### src/rtl/i2s_ckg_pkg.sv
package i2s_ckg_pkg;

    localparam int FMT_W  = 9;
    localparam int MCNT_W = 2;
    localparam int BCNT_W = 7;

    typedef struct packed {
        logic [1:0] wl;
        logic       mdiv;
        logic [1:0] fdiv;
        logic       nogate;
        logic       master;
        logic       binv;
        logic       linv;
    } ckg_fmt_t;

    function automatic logic [MCNT_W-1:0] mclk_last(input logic sel);
        return sel ? MCNT_W'(3) : MCNT_W'(1);
    endfunction

    function automatic logic [MCNT_W-1:0] mclk_mid(input logic sel);
        return sel ? MCNT_W'(2) : MCNT_W'(1);
    endfunction

    function automatic logic [BCNT_W-1:0] frame_half(input logic [1:0] sel);
        case (sel)
            2'd0:    return BCNT_W'(16);
            2'd1:    return BCNT_W'(32);
            default: return BCNT_W'(64);
        endcase
    endfunction

    function automatic logic [BCNT_W-1:0] word_bits(input logic [1:0] sel);
        case (sel)
            2'd0:    return BCNT_W'(16);
            2'd1:    return BCNT_W'(24);
            default: return BCNT_W'(32);
        endcase
    endfunction

endpackage

### src/rtl/ckg_regs.sv
module ckg_regs
    import i2s_ckg_pkg::*;
#(
    parameter int ADDR_W = 1
) (
    input  logic              clk,
    input  logic              rst,
    input  logic              wr_en,
    input  logic [ADDR_W-1:0] wr_addr,
    input  logic [FMT_W-1:0]  wr_data,
    output ckg_fmt_t          fmt_shadow,
    output logic              gen_en,
    output logic              tx_en,
    output logic              rx_en
);
    localparam logic [ADDR_W-1:0] ADDR_FMT = ADDR_W'(0);
    localparam logic [ADDR_W-1:0] ADDR_EN  = ADDR_W'(1);

    logic path_busy;
    assign path_busy = wr_data[1] | wr_data[2];

    always_ff @(posedge clk) begin
        if (rst) begin
            fmt_shadow <= '0;
            gen_en     <= 1'b0;
            tx_en      <= 1'b0;
            rx_en      <= 1'b0;
        end else if (wr_en) begin
            if (wr_addr == ADDR_FMT) begin
                fmt_shadow <= ckg_fmt_t'(wr_data);
            end else if (wr_addr == ADDR_EN) begin
                tx_en  <= wr_data[1];
                rx_en  <= wr_data[2];
                gen_en <= wr_data[0] | (gen_en & path_busy);
            end
        end
    end
endmodule

### src/rtl/ckg_master.sv
module ckg_master
    import i2s_ckg_pkg::*;
(
    input  logic     clk,
    input  logic     rst,
    input  logic     gen_en,
    input  ckg_fmt_t fmt_shadow,
    output ckg_fmt_t act_fmt,
    output logic     bclk_q,
    output logic     lrclk_q,
    output logic     oe_q,
    output logic     launch_q,
    output logic     sample_q,
    output logic     right_q
);
    logic [MCNT_W-1:0] mcnt;
    logic [BCNT_W-1:0] bcnt;
    logic              run;
    logic [MCNT_W-1:0] m_last, m_mid;
    logic [BCNT_W-1:0] half, f_last, pos;
    logic              in_right, bit_hi, visible;

    always_comb begin
        run      = gen_en & act_fmt.master;
        m_last   = mclk_last(act_fmt.mdiv);
        m_mid    = mclk_mid(act_fmt.mdiv);
        half     = frame_half(act_fmt.fdiv);
        f_last   = (half << 1) - BCNT_W'(1);
        pos      = bcnt & (half - BCNT_W'(1));
        in_right = (bcnt >= half);
        bit_hi   = (mcnt >= m_mid);
        visible  = act_fmt.nogate | (pos < word_bits(act_fmt.wl));
    end

    always_ff @(posedge clk) begin
        if (rst) begin
            mcnt     <= '0;
            bcnt     <= '0;
            act_fmt  <= '0;
            bclk_q   <= 1'b0;
            lrclk_q  <= 1'b0;
            oe_q     <= 1'b0;
            launch_q <= 1'b0;
            sample_q <= 1'b0;
            right_q  <= 1'b0;
        end else begin
            oe_q     <= run;
            launch_q <= run & (mcnt == '0);
            sample_q <= run & (mcnt == m_mid);
            right_q  <= run & in_right;
            bclk_q   <= (run & visible) ? (bit_hi ^ act_fmt.binv) : act_fmt.binv;
            lrclk_q  <= run ? (in_right ^ act_fmt.linv) : act_fmt.linv;
            if (!run) begin
                mcnt    <= '0;
                bcnt    <= '0;
                act_fmt <= fmt_shadow;
            end else if (mcnt == m_last) begin
                mcnt <= '0;
                if (bcnt == f_last) begin
                    bcnt    <= '0;
                    act_fmt <= fmt_shadow;
                end else begin
                    bcnt <= bcnt + BCNT_W'(1);
                end
            end else begin
                mcnt <= mcnt + MCNT_W'(1);
            end
        end
    end
endmodule

### src/rtl/ckg_slave.sv
module ckg_slave
    import i2s_ckg_pkg::*;
#(
    parameter int SYNC_STAGES = 2
) (
    input  logic     clk,
    input  logic     rst,
    input  logic     gen_en,
    input  ckg_fmt_t act_fmt,
    input  logic     bclk_in,
    input  logic     lrclk_in,
    output logic     launch_q,
    output logic     sample_q,
    output logic     right_q
);
    localparam int TAP = SYNC_STAGES - 1;

    logic [SYNC_STAGES:0] b_sh, l_sh;
    logic en, rise, fall;

    always_comb begin
        en   = gen_en & ~act_fmt.master;
        rise = b_sh[TAP] & ~b_sh[SYNC_STAGES];
        fall = ~b_sh[TAP] & b_sh[SYNC_STAGES];
    end

    always_ff @(posedge clk) begin
        if (rst) begin
            b_sh     <= '0;
            l_sh     <= '0;
            launch_q <= 1'b0;
            sample_q <= 1'b0;
            right_q  <= 1'b0;
        end else begin
            b_sh     <= {b_sh[SYNC_STAGES-1:0], bclk_in};
            l_sh     <= {l_sh[SYNC_STAGES-1:0], lrclk_in};
            launch_q <= en & (act_fmt.binv ? rise : fall);
            sample_q <= en & (act_fmt.binv ? fall : rise);
            right_q  <= en & (l_sh[TAP] ^ act_fmt.linv);
        end
    end
endmodule

### src/rtl/i2s_frame_clkgen.sv
module i2s_frame_clkgen
    import i2s_ckg_pkg::*;
#(
    parameter int ADDR_W      = 1,
    parameter int SYNC_STAGES = 2
) (
    input  logic              clk,
    input  logic              rst,
    input  logic              cfg_we,
    input  logic [ADDR_W-1:0] cfg_addr,
    input  logic [FMT_W-1:0]  cfg_wdata,
    input  logic              bclk_in,
    input  logic              lrclk_in,
    output logic              bclk_out,
    output logic              lrclk_out,
    output logic              bclk_oe,
    output logic              lrclk_oe,
    output logic              launch_stb,
    output logic              sample_stb,
    output logic              right_slot
);
    ckg_fmt_t fmt_shadow, act_fmt;
    logic gen_en, tx_en, rx_en;
    logic m_oe, m_launch, m_sample, m_right;
    logic s_launch, s_sample, s_right;

    ckg_regs #(.ADDR_W(ADDR_W)) regs_i (
        .clk(clk), .rst(rst), .wr_en(cfg_we), .wr_addr(cfg_addr),
        .wr_data(cfg_wdata), .fmt_shadow(fmt_shadow), .gen_en(gen_en),
        .tx_en(tx_en), .rx_en(rx_en)
    );

    ckg_master mst_i (
        .clk(clk), .rst(rst), .gen_en(gen_en), .fmt_shadow(fmt_shadow),
        .act_fmt(act_fmt), .bclk_q(bclk_out), .lrclk_q(lrclk_out),
        .oe_q(m_oe), .launch_q(m_launch), .sample_q(m_sample), .right_q(m_right)
    );

    ckg_slave #(.SYNC_STAGES(SYNC_STAGES)) slv_i (
        .clk(clk), .rst(rst), .gen_en(gen_en), .act_fmt(act_fmt),
        .bclk_in(bclk_in), .lrclk_in(lrclk_in),
        .launch_q(s_launch), .sample_q(s_sample), .right_q(s_right)
    );

    assign bclk_oe    = m_oe;
    assign lrclk_oe   = m_oe;
    assign launch_stb = m_launch | s_launch;
    assign sample_stb = m_sample | s_sample;
    assign right_slot = m_right | s_right;
endmodule

### config.mk
export PLATFORM = sky130hd
export DESIGN_NAME = i2s_frame_clkgen
export DESIGN_NICKNAME = d
export VERILOG_FILES = /design/src/rtl/i2s_ckg_pkg.sv /design/src/rtl/ckg_regs.sv /design/src/rtl/ckg_master.sv /design/src/rtl/ckg_slave.sv /design/src/rtl/i2s_frame_clkgen.sv
export SDC_FILE = /design/constraint.sdc
export NUM_CORES = 1
export LEC_CHECK = 0
export BUFFER_PORTS_ARGS = -buffer_cell sky130_fd_sc_hd__buf_2
export CORE_ASPECT_RATIO = 0.75
export CORE_UTILIZATION = 57
export CTS_BUF_LIST = sky130_fd_sc_hd__clkbuf_2 sky130_fd_sc_hd__clkbuf_4 sky130_fd_sc_hd__clkbuf_8
export CTS_CLUSTER_DIAMETER = 80
export DETAILED_ROUTE_END_ITERATION = 10
export PLACE_DENSITY = 0.86
export SYNTH_ARGS = -nofsm -noshare
export SYNTH_HDL_FRONTEND = slang
export SYNTH_SLANG_ARGS = --single-unit
### constraint.sdc
create_clock -name clk -period 2.4 [get_ports clk]
set_clock_uncertainty 0.05 [all_clocks]
set_input_delay 0.72 -clock clk [delete_from_list [all_inputs] [get_ports clk]]
set_output_delay 0.72 -clock clk [all_outputs]
set_load 0.03 [all_outputs]
==> run summary, run 1 <==
Across all setup checks in the final design, the least slack found is 252 ps. After floorplanning, the core was sized to cover 3060 sq um. Post-CTS setup buffer count: 0.

The clock drives 42 sinks. The path with the worst hold slack has its endpoint at slv_i.l_sh[1]$_SDFF_PP0_. The tools report the maximum clock frequency as 0.466 GHz. The tools report the initial cell density of the core as 0.623. The Yosys step of the flow raised 0 warnings. Sequential area share after synthesis: 0.441. Power comes to 1.48 mW.

The tools report the detailed router's first-iteration violation count as 45. The share of async-settable or async-resettable flops after synthesis was 0. The cell count of the worst hold path was 1. The proportion of layout cells with a drive suffix above 1 is 0.171. At the pin with the least slew margin, the transition time is 637 ps.

The wire length per cell was 12.8 um. In this run, post-CTS hold repair placed 0 buffers. The tools report the maximum ir drop on the vdd rail as 0.523 mV. The floorplan step set the die width to 68.8 um. Across all register-to-register paths, the minimum setup slack is 250 ps. Of all nets on the critical path, the largest fanout is 7. Count of port buffers added during placement: 21. The count of filler cells inserted in the layout is 244, and the synthesized cell area is 1910 sq um.

Clock root buffer: sky130_fd_sc_hd__clkbuf_8. The max-slew violation count came out at 0. The number of nets in the layout was 258; the overall routing resource usage was 0.232. The power density over the cells works out to 688 nW/um^2. Across the whole layout, storage elements account for 841 sq um.

The first global-routing pass estimated 5910 um of wire. The worst setup path is captured at a register. For the initial antenna violation count, the log shows 0. Entering global routing, the biggest net connects 33 pins. The netlist uses 39 different library cells. The class of the most critical setup path was register to register.

Portion of the clock cycle consumed by the worst path in the final layout: 0.895. Yosys attributes the largest share of cell area to sky130_fd_sc_hd__dfxtp_1, sky130_fd_sc_hd__ha_1, sky130_fd_sc_hd__nand2b_1. Proportion of netlist area held by the largest area contributor: 0.441. For this run, the detailed router's first-pass iteration total came to 4. After detailed placement, the design holds a cell count of 264. Pin placement for this block handled 22 I/O pins.

Max-cap violations in this run came to 0. Most common cell after layout, fill and taps aside: sky130_fd_sc_hd__dfxtp_1. Averaged over all synthesized cells, the footprint is 8.87 sq um.

The worst register-to-register path has a depth of 8. Clock latency on the worst-skew pair, taken at its later pin, is 300 ps. In this run the critical register-to-register path is launched from mst_i.act_fmt[5]$_SDFFE_PP0P_. Data on the critical path is required at its endpoint by 2580 ps.

In this run the number of H-tree levels came out at 2. Traced cell by cell, the critical path runs through inv_1 -> nand2_1 -> ha_1 -> nor2_1 -> ha_1 -> nor4b_1 -> nor4b_1 -> mux2i_1. For the max-slew headroom at the worst pin, the log shows 0.570. The worst path in the final design needs a cycle of 2150 ps, including I/O delays and setup. Worst setup slack before clock tree synthesis: 346 ps.

Data arrives at the worst endpoint at 2330 ps. The run finished with clean final reports. The startpoint identified for the worst hold timing path is slv_i.l_sh[0]$_SDFF_PP0_. The synthesized design contains 42 register bits. The biggest area contributor in the post-synthesis netlist is sky130_fd_sc_hd__dfxtp_1. In the layout the commonest cells are sky130_fd_sc_hd__dfxtp_1, sky130_fd_sc_hd__nand2_1, sky130_fd_sc_hd__buf_2, sky130_fd_sc_hd__a21oi_1, sky130_fd_sc_hd__nand2b_1. The final cell utilization of the core came out at 0.704. The final cell count without fillers was 272; the clock slew seen by the registers of the worst setup and hold paths was 80 ps. The number of buffers on the longest clock path came out at 2. Capturing point of the worst reg2reg path: mst_i.bclk_q$_SDFF_PP0_. In the final timing run, aggregate negative setup slack is 0 ps. The logs give 0.900 for the final estimated routing congestion in global placement and 0.871 nW for the static power due to leakage.

0 antenna diodes ended up in the layout. The post-detailed-route via-to-cell ratio works out to 5.33. Yosys mapped a number of flops with a built-in enable equal to 0. The die covers 3590 sq um. The post-synthesis cell count is 215, and the number of gates resized after CTS is 0.

In this design, the stage delay of the slowest critical-path cell is 440 ps. From synthesis to final layout, the design area changed by 13.0%. Die boundary height: 52.1 um.

Among all flip-flop cells after synthesis, the most frequent one is sky130_fd_sc_hd__dfxtp_1. Startpoint type of the worst setup path: a register. The run gives 17 as the number of core rows.

The number of setup violations in the final report was 0; the total DRC errors in the routed layout was 0. Number of buffers created by CTS: 5. The final layout contains routed wiring with a total length of 3480 um. The most critical setup path has its startpoint at mst_i.act_fmt[5]$_SDFFE_PP0P_. The master of the slowest instance on the critical path was sky130_fd_sc_hd__dfxtp_1. Summing all multi-input logic gate instances after layout gives 972 sq um.

The via count is 1449. The number of global-route vias before repair came out at 1356. Synthesis produced a netlist with a net count of 240. In this run the worst hold path is classified as register to register. Once detail routing completed, the nets flagged for antenna violations numbered 0. TritonCTS built the clock tree. After legalization and detailed placement, the total HPWL measured 2520 um. Summed over all layers, the global routing overflow is 0. The number of failing hold endpoints at the final stage is 0.

Setup repair after global routing left no endpoint under its margin.
[where the power goes]
group / total [mW] / switching [mW] / internal [mW]
clock: 0.680 / 0.237 / 0.443
combinational: 0.0800 / 0.0427 / 0.0372
sequential: 0.724 / 0.0111 / 0.713
[critical path, delay by kind of cell (launching register included)]
family / cells / cell delay, ps
AND/OR/NAND/NOR: 4 / 790
multiplexers: 1 / 220
buffers and inverters: 1 / 100
adder cells (fa/ha/maj): 2 / 500
flip-flops: 1 / 440
[how the worst max path moves through the flow]
stage                               to  slack, ps  depth (start not counted)
6_report       mst_i.bclk_q$_SDFF_PP0_        250                          8
5_1_grt        mst_i.bclk_q$_SDFF_PP0_          8                          8
4_1_cts        mst_i.bclk_q$_SDFF_PP0_        260                          8
3_5_place_dp   mst_i.bclk_q$_SDFF_PP0_        350                          8
3_3_place_gp   mst_i.bclk_q$_SDFF_PP0_        420                          8
2_1_floorplan  mst_i.bclk_q$_SDFF_PP0_        460                          9
[layer usage]
layer,track usage,vias to the layer above,part of all wire
li1,-,747,-
met1,0.292,664,0.49
met2,0.366,31,0.44
met3,0.0658,7,0.051
met4,0.105,0,0.015
met5,0,-,0
[logic make-up (layout without fill, tap and decap cells)]
logic type,count (synthesis),in the layout,synth area share
adder cells (fa/ha/maj),10,10,0.0656
AND/OR/NAND/NOR,92,92,0.262
AO/OA/AOI/OAI,33,33,0.103
buffers and inverters,22,41,0.0498
flip-flops,42,42,0.441
XOR/XNOR,7,7,0.0321
multiplexers,9,9,0.0472
[registers in the layout, summed over array words and instances (netlist names)]
name and flops:
regs_i.gen_en 1, mst_i.oe_q 1, mst_i.sample_q 1, mst_i.act_fmt 9, mst_i.lrclk_q 1, mst_i.right_q 1, mst_i.launch_q 1, slv_i.launch_q 1
slv_i.sample_q 1, mst_i.bclk_q 1, regs_i.fmt_shadow 9, slv_i.b_sh 3, slv_i.right_q 1, mst_i.mcnt 2, slv_i.l_sh 2, mst_i.bcnt 7
[synthesized netlist by cell type, types with 2 or more instances]
master,n
sky130_fd_sc_hd__a21oi_1,19
sky130_fd_sc_hd__and2_1,3
sky130_fd_sc_hd__and3_1,4
sky130_fd_sc_hd__clkbuf_1,7
sky130_fd_sc_hd__dfxtp_1,42
sky130_fd_sc_hd__ha_1,10
sky130_fd_sc_hd__inv_1,11
sky130_fd_sc_hd__mux2i_1,9
sky130_fd_sc_hd__nand2_1,26
sky130_fd_sc_hd__nand2b_1,17
sky130_fd_sc_hd__nand3_1,3
sky130_fd_sc_hd__nand3b_1,2
sky130_fd_sc_hd__nor2_1,14
sky130_fd_sc_hd__nor2b_1,6
sky130_fd_sc_hd__nor4b_1,3
sky130_fd_sc_hd__o211ai_1,2
sky130_fd_sc_hd__o21ai_0,4
sky130_fd_sc_hd__o31ai_1,2
sky130_fd_sc_hd__or2_2,5
sky130_fd_sc_hd__or3b_2,2
sky130_fd_sc_hd__xnor2_1,3
sky130_fd_sc_hd__xor2_1,4
[cell type report]
| cell class | instances | share of cell area |
|---|---|---|
| Sequential cell | 42 | 0.390 |
| Timing Repair Buffer | 22 | 0.0522 |
| Inverter | 11 | 0.0191 |
| Clock inverter | 2 | 0.0278 |
| Multi-Input combinational cell | 151 | 0.451 |
| Tap cell | 38 | 0.0220 |
| Clock buffer | 6 | 0.0383 |
[per-stage QoR]
step | cell area (sq um) | hold WS [ps]
floorplan | 1910 | 364
global placement | 2010 | 377
detailed placement | 2010 | 379
CTS | 2160 | 405
global route | 2160 | 417
finish | 2160 | 398
Power figures use the tool's default switching activity.
==> run 2: changes to the inputs <==
- GPL_ROUTABILITY_DRIVEN: not set -> 1
- PLACE_DENSITY: 0.86 -> 0.87
==> run 2 against run 1 <==
Against the previous run: critical path depth unchanged; die area unchanged; core utilization down 0.94 points; sequential share of layout area up 0.53 points; via count down 0.69%; non-clock buffer count unchanged; global-route usage down 0.14 points; critical path type unchanged; combinational power about the same; sequential power about the same; total power down 7.6%; flip-flop and latch count unchanged; worst hold slack better by 2.9 ps.
==> run summary, run 2 (synthesis results as in run 1) <==
The number of routed nets with antenna violations came out at 0 (unchanged). Number of nets in the layout: 258 (unchanged). The tools report the clock root buffer as sky130_fd_sc_hd__clkbuf_8. The count of port buffers added during placement came out at 21 (unchanged).

The delay contributed by the slowest stage of the critical path is 390 ps (-50 ps). The wire length reported by the detailed router was 3400 um (-2.3%). The tools report the final sum of negative setup slack as 0 ps (unchanged). The run finished with clean final reports. The via count was 1439 (-0.69%). The number of buffers on the longest clock path was 2 (unchanged); the post-cts hold buffer count was 0 (unchanged).

The logs give 300 ps (about the same) for the clock insertion delay at the later pin of the skew report and 0.231 (-0.00139) for the overall routing resource usage. In the final layout, the registers with the most flip-flops are mst_i.act_fmt: 9 flops, regs_i.fmt_shadow: 9 flops, mst_i.bcnt: 7 flops. Number of cell instances on the worst register-to-register path: 8 (unchanged).

The tools report the max-slew violation count as 0 (unchanged). The tools report the maximum clock frequency as 0.467 GHz (+0.39%). Endpoint required time on the critical path: 2590 ps (about the same). The total DRC errors in the routed layout is 0 (unchanged), and the overall die width is 68.8 um (unchanged). Cell count of the worst hold path: 1 (unchanged). The final period demand of the worst path is 2140 ps (-8.42 ps). Wire length per cell: 12.5 um (-2.3%). TritonCTS built the clock tree. The number of gates resized after CTS is 0 (unchanged), and the largest net degree at the start of global routing is 22 (-33%). Power density over the cells: 644 nW/um^2 (-6.4%).

The portion of the clock cycle consumed by the worst path in the final layout works out to 0.891 (-0.00351). The number of failing hold endpoints at the final stage was 0 (unchanged); the length of the first detailed-routing pass in iterations was 4 (unchanged). For the final worst hold slack, the log shows 401 ps (+2.91 ps).

The class of the most critical setup path is register to register. The initial cell density of the core was 0.623 (unchanged); the static power due to leakage was 0.854 nW (-1.9%). Relative to the synthesized area, the layout overhead comes to 11.5%. The clock slew seen by the registers of the worst setup and hold paths was 80 ps (about the same); the final global-route overflow total was 0 (unchanged). In this run the worst hold path is classified as register to register. The logs give 5830 um (-1.3%) for the wire length of the first global-routing pass and 0.470 mV (-10%) for the maximum ir drop on the vdd rail. The logs give 0 (unchanged) for the number of setup violations in the final report and 5 (unchanged) for the number of buffers created by CTS. CTS sink count: 42 (unchanged). Number of global-route vias before repair: 1420 (+4.7%).

Setup repair after global routing left no endpoint under its margin. STA classifies the critical path endpoint as a register. The detailed router's first-iteration violation count is 87 (+93%), and the number of max-cap violations is 0 (unchanged). For the final estimated routing congestion in global placement, the log shows 0.886 (-1.6%). The endpoint arrival time on the critical path was 2330 ps (about the same). The number of core rows is 17 (unchanged). The worst setup path is launched from a register.

The slew at the pin closest to its max-slew limit is 698 ps (+60.6 ps), and the max-slew headroom at the worst pin is 0.529 (-0.0410). The antenna cell count is 0 (unchanged), and the number of top-level pins is 22 (unchanged). The die boundary height was 52.1 um (unchanged); the largest fanout of any net on the critical path was 7 (unchanged).

The post-CTS setup buffer count came out at 0 (unchanged). The proportion of layout cells with a drive suffix above 1 is 0.171 (unchanged). The detailed placement HPWL is 2540 um (+1.1%).

The die outline area is 3590 sq um (unchanged). The most common cell after layout, fill and taps aside was sky130_fd_sc_hd__dfxtp_1. The placeable core area was 3060 sq um (unchanged); the number of levels the H-tree was split into was 2 (unchanged). Traced cell by cell, the critical path runs through nor2_1 -> inv_1 -> ha_1 -> nor2_1 -> ha_1 -> nor4b_1 -> nor4b_1 -> mux2i_1. The master of the slowest instance on the critical path was sky130_fd_sc_hd__nor4b_1. In the layout the commonest cells are sky130_fd_sc_hd__dfxtp_1, sky130_fd_sc_hd__nand2_1, sky130_fd_sc_hd__buf_2, sky130_fd_sc_hd__a21oi_1, sky130_fd_sc_hd__nand2b_1.

The post-detailed-route via-to-cell ratio was 5.29 (-0.69%). Initial antenna violation count: 0 (unchanged).
-- run 2: changes by cell type in the layout (fill, tap and decap cells not counted) --
| cell | delta |
|---|---|
| sky130_fd_sc_hd__clkbuf_4 | +1 |
| sky130_fd_sc_hd__bufinv_16 | -1 |
| sky130_fd_sc_hd__clkinvlp_4 | +1 |
| sky130_fd_sc_hd__clkbuf_8 | -1 |
-- run 2: path summary, 6_finish.rpt --
path,start,end,slack (ps)
hold / removal,slv_i.b_sh[0]$_SDFF_PP0_,slv_i.b_sh[1]$_SDFF_PP0_,400
setup reg to reg,mst_i.act_fmt[5]$_SDFFE_PP0P_,mst_i.bclk_q$_SDFF_PP0_,260
setup / recovery,mst_i.act_fmt[5]$_SDFFE_PP0P_,mst_i.bclk_q$_SDFF_PP0_,260
hold reg to reg,slv_i.b_sh[0]$_SDFF_PP0_,slv_i.b_sh[1]$_SDFF_PP0_,400
-- run 2: metrics by stage --
stage                     cells  instance area [sq um]  total power [mW]  setup WS, ps   util
after floorplan             215                   1910             0.794           455      -
after global placement      264                   2010             0.817           420  0.658
after detailed placement    264                   2010             0.820           298  0.658
after CTS                   272                   2130              1.38           272  0.695
after global routing        272                   2130              1.42          61.2  0.695
final                       272                   2130              1.37           261  0.695
-- run 2: final cells by class --
| class | count | area [sq um] |
|---|---|---|
| Timing Repair Buffer | 22 | 113 |
| Fill cell | 251 | 935 |
| Multi-Input combinational cell | 151 | 972 |
| Inverter | 11 | 41.3 |
| Clock inverter | 2 | 37.5 |
| Sequential cell | 42 | 841 |
| Clock buffer | 6 | 76.3 |
| Tap cell | 38 | 47.5 |
-- run 2: critical path: cells and delay by family, from the launching register on --
kind | cells | cell delay (ps)
simple gates | 4 | 830
fa+ha+maj | 2 | 510
flops | 1 | 380
mux | 1 | 220
buf+inv | 1 | 100
-- run 2: report_power, final --
part	internal [mW]	switching (mW)	leakage (nW)
Combinational	0.0372	0.0425	0.458
Sequential	0.713	0.0104	0.341
Clock	0.322	0.246	0.0548
Total	1.07	0.299	0.854
-- run 2: per-layer routing --
layer / GRT usage / share of wire / up-vias
met4: 0.0714 / 0.012 / 0
met1: 0.274 / 0.49 / 655
met3: 0.105 / 0.058 / 4
li1: - / - / 751
met5: 0 / 0 / -
met2: 0.369 / 0.44 / 29
